==> src/rtl/ptr_agu_pkg.sv <==
package ptr_agu_pkg;
  localparam int PTR_W  = 16;
  localparam int BYTE_W = 8;
  localparam int IMM_W  = 6;
  localparam int RIDX_W = 5;

  typedef enum logic [2:0] {
    OP_PLAIN   = 3'd0,
    OP_POSTINC = 3'd1,
    OP_PREDEC  = 3'd2,
    OP_DISP    = 3'd3,
    OP_ADDK    = 3'd4,
    OP_SUBK    = 3'd5,
    OP_JUMP    = 3'd6,
    OP_NONE    = 3'd7
  } agu_op_e;

  typedef struct packed {
    logic              mem_en;
    logic              jmp_en;
    logic              wb_en;
    logic [PTR_W-1:0]  addr;
    logic [PTR_W-1:0]  wb_val;
    logic [RIDX_W-1:0] lo_idx;
  } agu_res_t;
endpackage

==> src/rtl/ptr_sel_mux.sv <==
module ptr_sel_mux
  import ptr_agu_pkg::*;
#(
  parameter int NPTR     = 3,
  parameter int BASE_REG = 26,
  parameter int SEL_W    = 2
) (
  input  logic [NPTR*PTR_W-1:0] ptr_file,
  input  logic [SEL_W-1:0]      sel,
  output logic [PTR_W-1:0]      ptr_val,
  output logic [RIDX_W-1:0]     lo_idx,
  output logic                  sel_ok
);
  logic [PTR_W-1:0]  pair  [NPTR];
  logic [RIDX_W-1:0] pidx  [NPTR];

  for (genvar g = 0; g < NPTR; g++) begin : g_pair
    assign pair[g] = ptr_file[g*PTR_W +: PTR_W];
    assign pidx[g] = RIDX_W'(BASE_REG + 2*g);
  end

  always_comb begin
    ptr_val = '0;
    lo_idx  = '0;
    sel_ok  = 1'b0;
    for (int i = 0; i < NPTR; i++) begin
      if (sel == SEL_W'(i)) begin
        ptr_val = pair[i];
        lo_idx  = pidx[i];
        sel_ok  = 1'b1;
      end
    end
  end
endmodule

==> src/rtl/ptr_arith.sv <==
module ptr_arith
  import ptr_agu_pkg::*;
(
  input  logic              req,
  input  logic              sel_ok,
  input  logic [2:0]        op,
  input  logic [IMM_W-1:0]  imm,
  input  logic [PTR_W-1:0]  ptr,
  input  logic [RIDX_W-1:0] lo_idx,
  output agu_res_t          res
);
  logic [PTR_W-1:0] imm_ext;
  logic [PTR_W-1:0] sum;
  logic [PTR_W-1:0] dif;
  logic             live;

  assign imm_ext = PTR_W'(imm);
  assign live    = req && sel_ok;

  always_comb begin
    sum = ptr + imm_ext;
    dif = ptr - imm_ext;
    res = '0;
    res.lo_idx = lo_idx;
    if (live) begin
      unique case (agu_op_e'(op))
        OP_PLAIN:   begin res.mem_en = 1'b1; res.addr = ptr; end
        OP_POSTINC: begin res.mem_en = 1'b1; res.addr = ptr;
                          res.wb_en = 1'b1; res.wb_val = ptr + PTR_W'(1); end
        OP_PREDEC:  begin res.mem_en = 1'b1; res.addr = ptr - PTR_W'(1);
                          res.wb_en = 1'b1; res.wb_val = ptr - PTR_W'(1); end
        OP_DISP:    begin res.mem_en = 1'b1; res.addr = sum; end
        OP_ADDK:    begin res.wb_en = 1'b1; res.wb_val = sum; end
        OP_SUBK:    begin res.wb_en = 1'b1; res.wb_val = dif; end
        OP_JUMP:    begin res.jmp_en = 1'b1; res.addr = ptr; end
        default:    res = '0;
      endcase
    end
  end
endmodule

==> src/rtl/ptr_out_reg.sv <==
module ptr_out_reg
  import ptr_agu_pkg::*;
(
  input  logic     clk,
  input  logic     rst_n,
  input  agu_res_t d,
  output agu_res_t q
);
  logic     load;
  agu_res_t q_nxt;

  assign load = d.mem_en | d.jmp_en | d.wb_en;

  always_comb begin
    q_nxt        = q;
    q_nxt.mem_en = d.mem_en;
    q_nxt.jmp_en = d.jmp_en;
    q_nxt.wb_en  = d.wb_en;
    if (load) begin
      q_nxt.addr   = d.addr;
      q_nxt.wb_val = d.wb_val;
      q_nxt.lo_idx = d.lo_idx;
    end
  end

  always_ff @(posedge clk or negedge rst_n) begin
    if (!rst_n) q <= '0;
    else        q <= q_nxt;
  end
endmodule

==> src/rtl/ptr_agu.sv <==
module ptr_agu
  import ptr_agu_pkg::*;
#(
  parameter int NPTR     = 3,
  parameter int BASE_REG = 26,
  parameter int SEL_W    = 2
) (
  input  logic                  clk,
  input  logic                  rst_n,
  input  logic                  req_valid,
  input  logic [SEL_W-1:0]      ptr_sel,
  input  logic [2:0]            op,
  input  logic [IMM_W-1:0]      imm,
  input  logic [NPTR*PTR_W-1:0] ptr_file,
  output logic                  mem_en,
  output logic                  jmp_en,
  output logic [PTR_W-1:0]      eff_addr,
  output logic                  wb_lo_we,
  output logic                  wb_hi_we,
  output logic [RIDX_W-1:0]     wb_lo_idx,
  output logic [RIDX_W-1:0]     wb_hi_idx,
  output logic [BYTE_W-1:0]     wb_lo_data,
  output logic [BYTE_W-1:0]     wb_hi_data
);
  logic [1:0]        rst_sync;
  logic              rst_int_n;
  logic [PTR_W-1:0]  sel_ptr;
  logic [RIDX_W-1:0] sel_idx;
  logic              sel_ok;
  agu_res_t          res_c;
  agu_res_t          res_q;

  always_ff @(posedge clk or negedge rst_n) begin
    if (!rst_n) rst_sync <= 2'b00;
    else        rst_sync <= {rst_sync[0], 1'b1};
  end
  assign rst_int_n = rst_sync[1];

  ptr_sel_mux #(.NPTR(NPTR), .BASE_REG(BASE_REG), .SEL_W(SEL_W)) u_mux (
    .ptr_file(ptr_file), .sel(ptr_sel), .ptr_val(sel_ptr),
    .lo_idx(sel_idx), .sel_ok(sel_ok)
  );

  ptr_arith u_arith (
    .req(req_valid), .sel_ok(sel_ok), .op(op), .imm(imm),
    .ptr(sel_ptr), .lo_idx(sel_idx), .res(res_c)
  );

  ptr_out_reg u_reg (.clk(clk), .rst_n(rst_int_n), .d(res_c), .q(res_q));

  assign mem_en     = res_q.mem_en;
  assign jmp_en     = res_q.jmp_en;
  assign eff_addr   = res_q.addr;
  assign wb_lo_we   = res_q.wb_en;
  assign wb_hi_we   = res_q.wb_en;
  assign wb_lo_idx  = res_q.lo_idx;
  assign wb_hi_idx  = res_q.lo_idx | RIDX_W'(1);
  assign wb_lo_data = res_q.wb_val[BYTE_W-1:0];
  assign wb_hi_data = res_q.wb_val[PTR_W-1:BYTE_W];

  a_r1_reset_quiet: assert property (@(posedge clk)
    !rst_int_n |-> !(mem_en || jmp_en || wb_lo_we || wb_hi_we));

  a_r10_idle: assert property (@(posedge clk) disable iff (!rst_int_n)
    !req_valid |=> !(mem_en || jmp_en || wb_lo_we));

  a_r11_ignored: assert property (@(posedge clk) disable iff (!rst_int_n)
    (req_valid && (ptr_sel >= SEL_W'(NPTR) || op == 3'd7))
    |=> !(mem_en || jmp_en || wb_lo_we));

  a_r3_postinc: assert property (@(posedge clk) disable iff (!rst_int_n)
    (req_valid && sel_ok && op == 3'd1)
    |=> {wb_hi_data, wb_lo_data} == eff_addr + PTR_W'(1) && eff_addr == $past(sel_ptr));

  a_r4_predec: assert property (@(posedge clk) disable iff (!rst_int_n)
    (req_valid && sel_ok && op == 3'd2)
    |=> {wb_hi_data, wb_lo_data} == eff_addr && eff_addr == $past(sel_ptr) - PTR_W'(1));

  a_r5_disp: assert property (@(posedge clk) disable iff (!rst_int_n)
    (req_valid && sel_ok && op == 3'd3)
    |=> mem_en && !wb_lo_we && eff_addr == $past(sel_ptr) + PTR_W'($past(imm)));

  a_r8_jump: assert property (@(posedge clk) disable iff (!rst_int_n)
    (req_valid && sel_ok && op == 3'd6) |=> jmp_en && !mem_en && !wb_lo_we);

  a_r9_pair: assert property (@(posedge clk) disable iff (!rst_int_n)
    wb_lo_we |-> wb_hi_we && !wb_lo_idx[0] && wb_hi_idx == wb_lo_idx + RIDX_W'(1));
endmodule

==> config.mk <==
export PLATFORM = sky130hd
export DESIGN_NAME = ptr_agu
export DESIGN_NICKNAME = d
export VERILOG_FILES = /design/src/rtl/ptr_agu_pkg.sv /design/src/rtl/ptr_sel_mux.sv /design/src/rtl/ptr_arith.sv /design/src/rtl/ptr_out_reg.sv /design/src/rtl/ptr_agu.sv
export SDC_FILE = /design/constraint.sdc
export NUM_CORES = 1
export LEC_CHECK = 0
export ABC_AREA = 1
export BUFFER_PORTS_ARGS = -buffer_cell sky130_fd_sc_hd__buf_2
export CORE_UTILIZATION = 59
export DETAILED_ROUTE_END_ITERATION = 12
export MAX_ROUTING_LAYER = met4
export PLACE_DENSITY = 0.87
export SYNTH_ARGS = -nofsm -noshare
export SYNTH_HDL_FRONTEND = slang
export SYNTH_SLANG_ARGS = --single-unit
export TNS_END_PERCENT = 5
==> constraint.sdc <==
create_clock -name clk -period 1.9 [get_ports clk]
set_input_delay 0.38 -clock clk [delete_from_list [all_inputs] [get_ports clk]]
set_output_delay 0.38 -clock clk [all_outputs]
set_load 0.005 [all_outputs]
==> results of run 1 <==
-- Yosys cell counts, types with 8 or more instances --
library cell | count | area share, %
o21ai_0 | 23 | 2.7
nand4_1 | 8 | 1.2
nor2_1 | 53 | 4.6
o211ai_1 | 10 | 1.7
ha_1 | 27 | 7.8
a21oi_1 | 33 | 3.8
o21ai_1 | 10 | 1.2
inv_1 | 64 | 5.5
buf_4 | 8 | 1.4
dfrtp_1 | 40 | 23
nand3_1 | 73 | 8.4
nand2_1 | 245 | 21
-- kinds of logic after synthesis --
logic type	synth area share, %
xor+xnor	1.61
other cells	0.173
simple gates	39.9
fa+ha+maj	8.70
flops	23.0
buf+inv	10.0
compound gates	16.5
-- metal layers --
| layer | overflow | global-route usage (%) |
|---|---|---|
| met1 | 0 | 66.9 |
| met4 | 15 | 71.2 |
| met3 | 1 | 48.7 |
| met2 | 30 | 92.0 |
| met5 | - | - |
-- stage by stage --
step | instances | worst slack, ns | hold WS [ns] | area, sq um
CTS | 1004 | -0.516 | 0.328 | 6370
detailed placement | 982 | -1.00 | 0.167 | 5850
global placement | 982 | -0.921 | 0.164 | 5850
floorplan | 691 | -0.627 | 0.0844 | 4480
-- repair_timing --
action | 4_1_cts
hold buffers | 1
pin swaps | 22
hold endpoints to repair | 2
cloned | 0
gates resized for setup | 68
endpoints found under the setup margin | 30
buffers inserted | 13
==> flow_metrics.py, run 1 <==
metrics = {
    "die": {
        "die_x_um": 87.8,
        "start_util_pct": 62.5,
        "num_rows": 30,
        "ios": 108,
        "die_height_um": 87.8,
    },
    "global_routing": {
        "grt_use_total_pct": 70.9,
        "grt_max_degree": 39,
        "grt_overflow": 46,
        "grt_pass1_vias": 7546,
        "grt_first_pass_wirelength_mm": 40.1,
    },
    "logic_synthesis": {
        "async_flop_share_pct": 100,
        "synth_seq_cells": 40,
        "synth-seq-area-share_pct": 23.0,
        "synth-warning-count": 0,
        "synth-edff-count": 0,
        "ys_types": 44,
        "syn-cell-area_sq_um": 4340,
        "synth-main-ff-cell": "dfrtp_1",
        "synth_area_per_cell_sq_um": 6.29,
        "synth_cells": 690,
    },
    "outcome": {
        "outcome": "did not finish",
        "haltStage": "global routing (5_1_grt)",
        "stop_error": "[ERROR GRT-0116] Global routing finished with congestion. Check the congestion regions in the DRC Viewer.",
    },
    "clock_tree": {
        "numCtsBuffers": 5,
        "h-tree-depth": 2,
        "root_buffer": "clkbuf_8",
        "cts.sinks": 40,
        "cts_max_path_buffers": 2,
    },
    "placement": {
        "port_buffers": 105,
        "dpl.hpwl_mm": 13.1,
        "place_congestion": 1.08,
    },
}
==> inputs of run 2 (changes only) <==
CORE_UTILIZATION = 40   (was 59)
MAX_ROUTING_LAYER = unset   (was met4)
PLACE_DENSITY = unset   (was 0.87)
PLACE_DENSITY_LB_ADDON = 0.15   (was unset)
==> run 2 against run 1 <==
The flow now finishes, with violations (negative setup slack). Area after synthesis stayed put. Synthesized cell count is the same.
==> flow_metrics.py, run 2 <==
metrics = {
    "outcome": {
        "outcome": "complete, but fails checks",
        "violations": "negative setup slack",
    },
    "pwr": {
        "power.switching_w": 0.00138,
        "power_frac_clock_pct": 19.6,
        "p_per_area_nw_per_um2": 536,
        "switching_share_pct": 38.4,
        "leakage_nw": 3.60,
        "internal-power_w": 0.00222,
        "power_frac_comb_pct": 51.3,
        "ir_drop_v": 0.000424,
        "power_w": 0.00360,
        "p_seq_share_pct": 29.0,
    },
    "clock_tree": {
        "clk_latency_ns": 0.29,
        "cts_max_path_buffers": 2,
        "cts.sinks": 40,
        "h-tree-depth": 2,
        "path_clk_slew_ns": 0.08,
        "cts_tree": "built",
        "numCtsBuffers": 5,
        "root_buffer": "clkbuf_8",
    },
    "timing": {
        "fin_tns_setup_ns": -14.25,
        "hold_viol": 0,
        "finalClockSkew_ns": 0.00283,
        "min_period_ns": 2.52,
        "setup_viol": 30,
        "report.final.slew_viol_count": 0,
        "setup_ws_ns": -0.623,
        "rsz0062_at_grt": "yes",
        "fin_crit_sh_pct": 133,
        "slew-limit-headroom_pct": 56.3,
        "max_freq_mhz": 396,
        "worst_slew_pin_slew_ns": 0.649,
    },
    "critical_path": {
        "timing.rr.end": "u_reg.q[2]",
        "cpLargestDelayFamily": "simple AND/OR/NAND/NOR gates",
        "crit_top_cell": "nand2_1",
        "critPathMaxFanout": 7,
        "cp_data_arrival_time_ns": 2.71,
        "crit_type": "in2reg",
        "reg2reg_from": "u_reg.q[2]",
        "crit_path_cell_trace": "buf_12 -> inv_8 -> ha_4 -> inv_2 -> nor2_4 -> buf_6 -> nand2_2 -> nand2_2 -> o21ai_4 -> inv_2 -> ha_1 -> buf_4 -> nand3_1 -> nand2_1 -> a21oi_1 -> nand2_2 -> or2_0 -> nand2_1 -> nand3_1 -> nand2_1 -> nand2_1",
        "crit_buf_inv": 6,
        "cp_slowest_cell": "ha_1",
        "cp-end-kind": "flop",
        "ff2ff_setup_slack_ns": 1.18,
        "slowest_delay_ns": 0.24,
        "cp.required_ns": 2.09,
        "cp-start-kind": "primary input",
        "rr_worst_depth": 1,
    },
    "die": {
        "die_x_um": 106,
        "num_rows": 37,
        "start_util_pct": 41.7,
        "die_height_um": 106,
        "fp.coreArea_sq_um": 10400,
        "ios": 108,
        "die-area_sq_um": 11300,
    },
    "global_routing": {
        "grt_max_degree": 39,
        "grt_pass1_vias": 5399,
        "grt_first_pass_wirelength_mm": 26.6,
        "grt_use_total_pct": 30.5,
        "antenna_found_initial": 0,
        "grt_overflow": 0,
    },
    "route": {
        "wl_per_cell_um": 16.0,
        "initialDrtViolationCount": 410,
        "via_count": 5510,
        "ant_nets": 0,
        "viasPerCell": 5.17,
        "drc": 0,
        "dr.pass1.iters": 7,
        "routed_wl_mm": 17.0,
    },
    "finish": {
        "drive_above_1_share_pct": 41.4,
        "fin_cells": 1065,
        "nNetsFinal": 1019,
        "regMostFlops": "u_reg.q",
        "n_antenna_cell": 0,
        "area_delta_synth_final_pct": 54.6,
        "final_cell_mix": "nand2_1, buf_4, buf_2",
        "regArea_sq_um": 1000,
        "multiInputGateArea_sq_um": 3410,
        "fill_cells": 971,
        "final_common_cell": "nand2_1",
        "largestRegisters": "u_reg.q (38), rst_sync (2)",
        "largest_reg_flops": 38,
    },
    "logic_synthesis": {
        "ys_types": 44,
        "synth-edff-count": 0,
        "synth-main-ff-cell": "dfrtp_1",
        "yosys-top-cells-count": "nand2_1, nand3_1, inv_1",
        "synth-seq-area-share_pct": 23.0,
        "synth_seq_cells": 40,
        "synth_fa_ha_area_share_pct": 8.70,
        "async_flop_share_pct": 100,
        "synthMuxAreaShare_pct": 0,
        "synth_simple_gate_area_share_pct": 39.9,
        "synth_top_area_share_pct": 23.0,
        "ys_top_cells_by_area": "dfrtp_1, nand2_1, nand3_1",
        "synth_top_family_by_area": "simple AND/OR/NAND/NOR gates",
        "syn-cell-area_sq_um": 4340,
        "synth.most_common_cell": "nand2_1",
        "synth-warning-count": 0,
        "synth_xor_area_share_pct": 1.61,
        "synth_cells": 690,
        "synth_top_area_cell": "dfrtp_1",
        "synth_area_per_cell_sq_um": 6.29,
        "synth-compound-area-share_pct": 16.5,
    },
    "hold_path": {
        "min_path_type": "reg2async",
    },
    "job": {
        "max_cap_viol_count": 0,
    },
    "placement": {
        "port_buffers": 105,
        "place_inst": 1039,
        "dpl.hpwl_mm": 13.8,
        "place_congestion": 0.945,
    },
}
-- run 2: worst max path at each step --
stage,slack [ns],depth (start not counted),to,start
2_1_floorplan,-0.63,23,u_reg.q[15],ptr_sel[1]
3_3_place_gp,-1.09,17,u_reg.q[17],ptr_sel[1]
3_5_place_dp,-1.08,23,u_reg.q[15],ptr_sel[1]
4_1_cts,-0.57,23,u_reg.q[30],ptr_sel[1]
5_1_grt,-0.75,24,u_reg.q[15],ptr_sel[0]
6_report,-0.62,21,u_reg.q[11],ptr_sel[0]
-- run 2: final cells by class --
| cell class | instances | area share (%) |
|---|---|---|
| Clock buffer | 5 | 1.02 |
| Clock inverter | 3 | 0.634 |
| Inverter | 71 | 4.40 |
| Multi-Input combinational cell | 557 | 50.8 |
| Sequential cell | 40 | 14.9 |
| Tap cell | 136 | 2.53 |
| Timing Repair Buffer | 253 | 25.7 |
-- run 2: power by group through the flow --
stage,clock network (W),logic (W),registers (W)
final,0.000707,0.00185,0.00105
after global routing,0.000750,0.00202,0.00106
after CTS,0.000721,0.00173,0.00105
after detailed placement,0,0.00164,0.00106
after global placement,0,0.00162,0.00106
after floorplan,0,0.000825,0.00108
-- run 2: timing repair --
action                                  in CTS  in global routing
endpoints found under the setup margin      30                 31
buffers inserted                             9                  8
endpoints found under the hold margin        2                  0
resized for setup                           49                 59
hold buffers                                 1                  0
pin swaps                                   18                 33
-- run 2: per-layer routing --
layer | share of wire (%) | up-vias | routed length (um) | track usage (%)
met5 | 0 | - | 0 | 0
met4 | 2.3 | 0 | 392 | 8.13
met3 | 5.8 | 35 | 989 | 3.25
met2 | 49 | 194 | 8410 | 54.4
met1 | 42 | 2542 | 7220 | 38.7
li1 | - | 2739 | - | -
-- run 2: per-stage QoR --
stage	instance area [sq um]	util [%]	hold slack, ns	worst slack, ns
finish	6710	64.5	0.306	-0.623
CTS	6410	61.5	0.339	-0.571
global placement	6030	57.9	0.166	-1.09
detailed placement	6030	57.9	0.169	-1.08
global route	6710	64.5	0.364	-0.752
floorplan	4480	-	0.0844	-0.627
-- run 2: cells by family after synthesis --
| logic type | Yosys count |
|---|---|
| compound gates | 110 |
| xor+xnor | 8 |
| fa+ha+maj | 29 |
| buf+inv | 94 |
| flops | 40 |
| other cells | 2 |
| simple gates | 407 |
(Power assumes the default switching activity.)
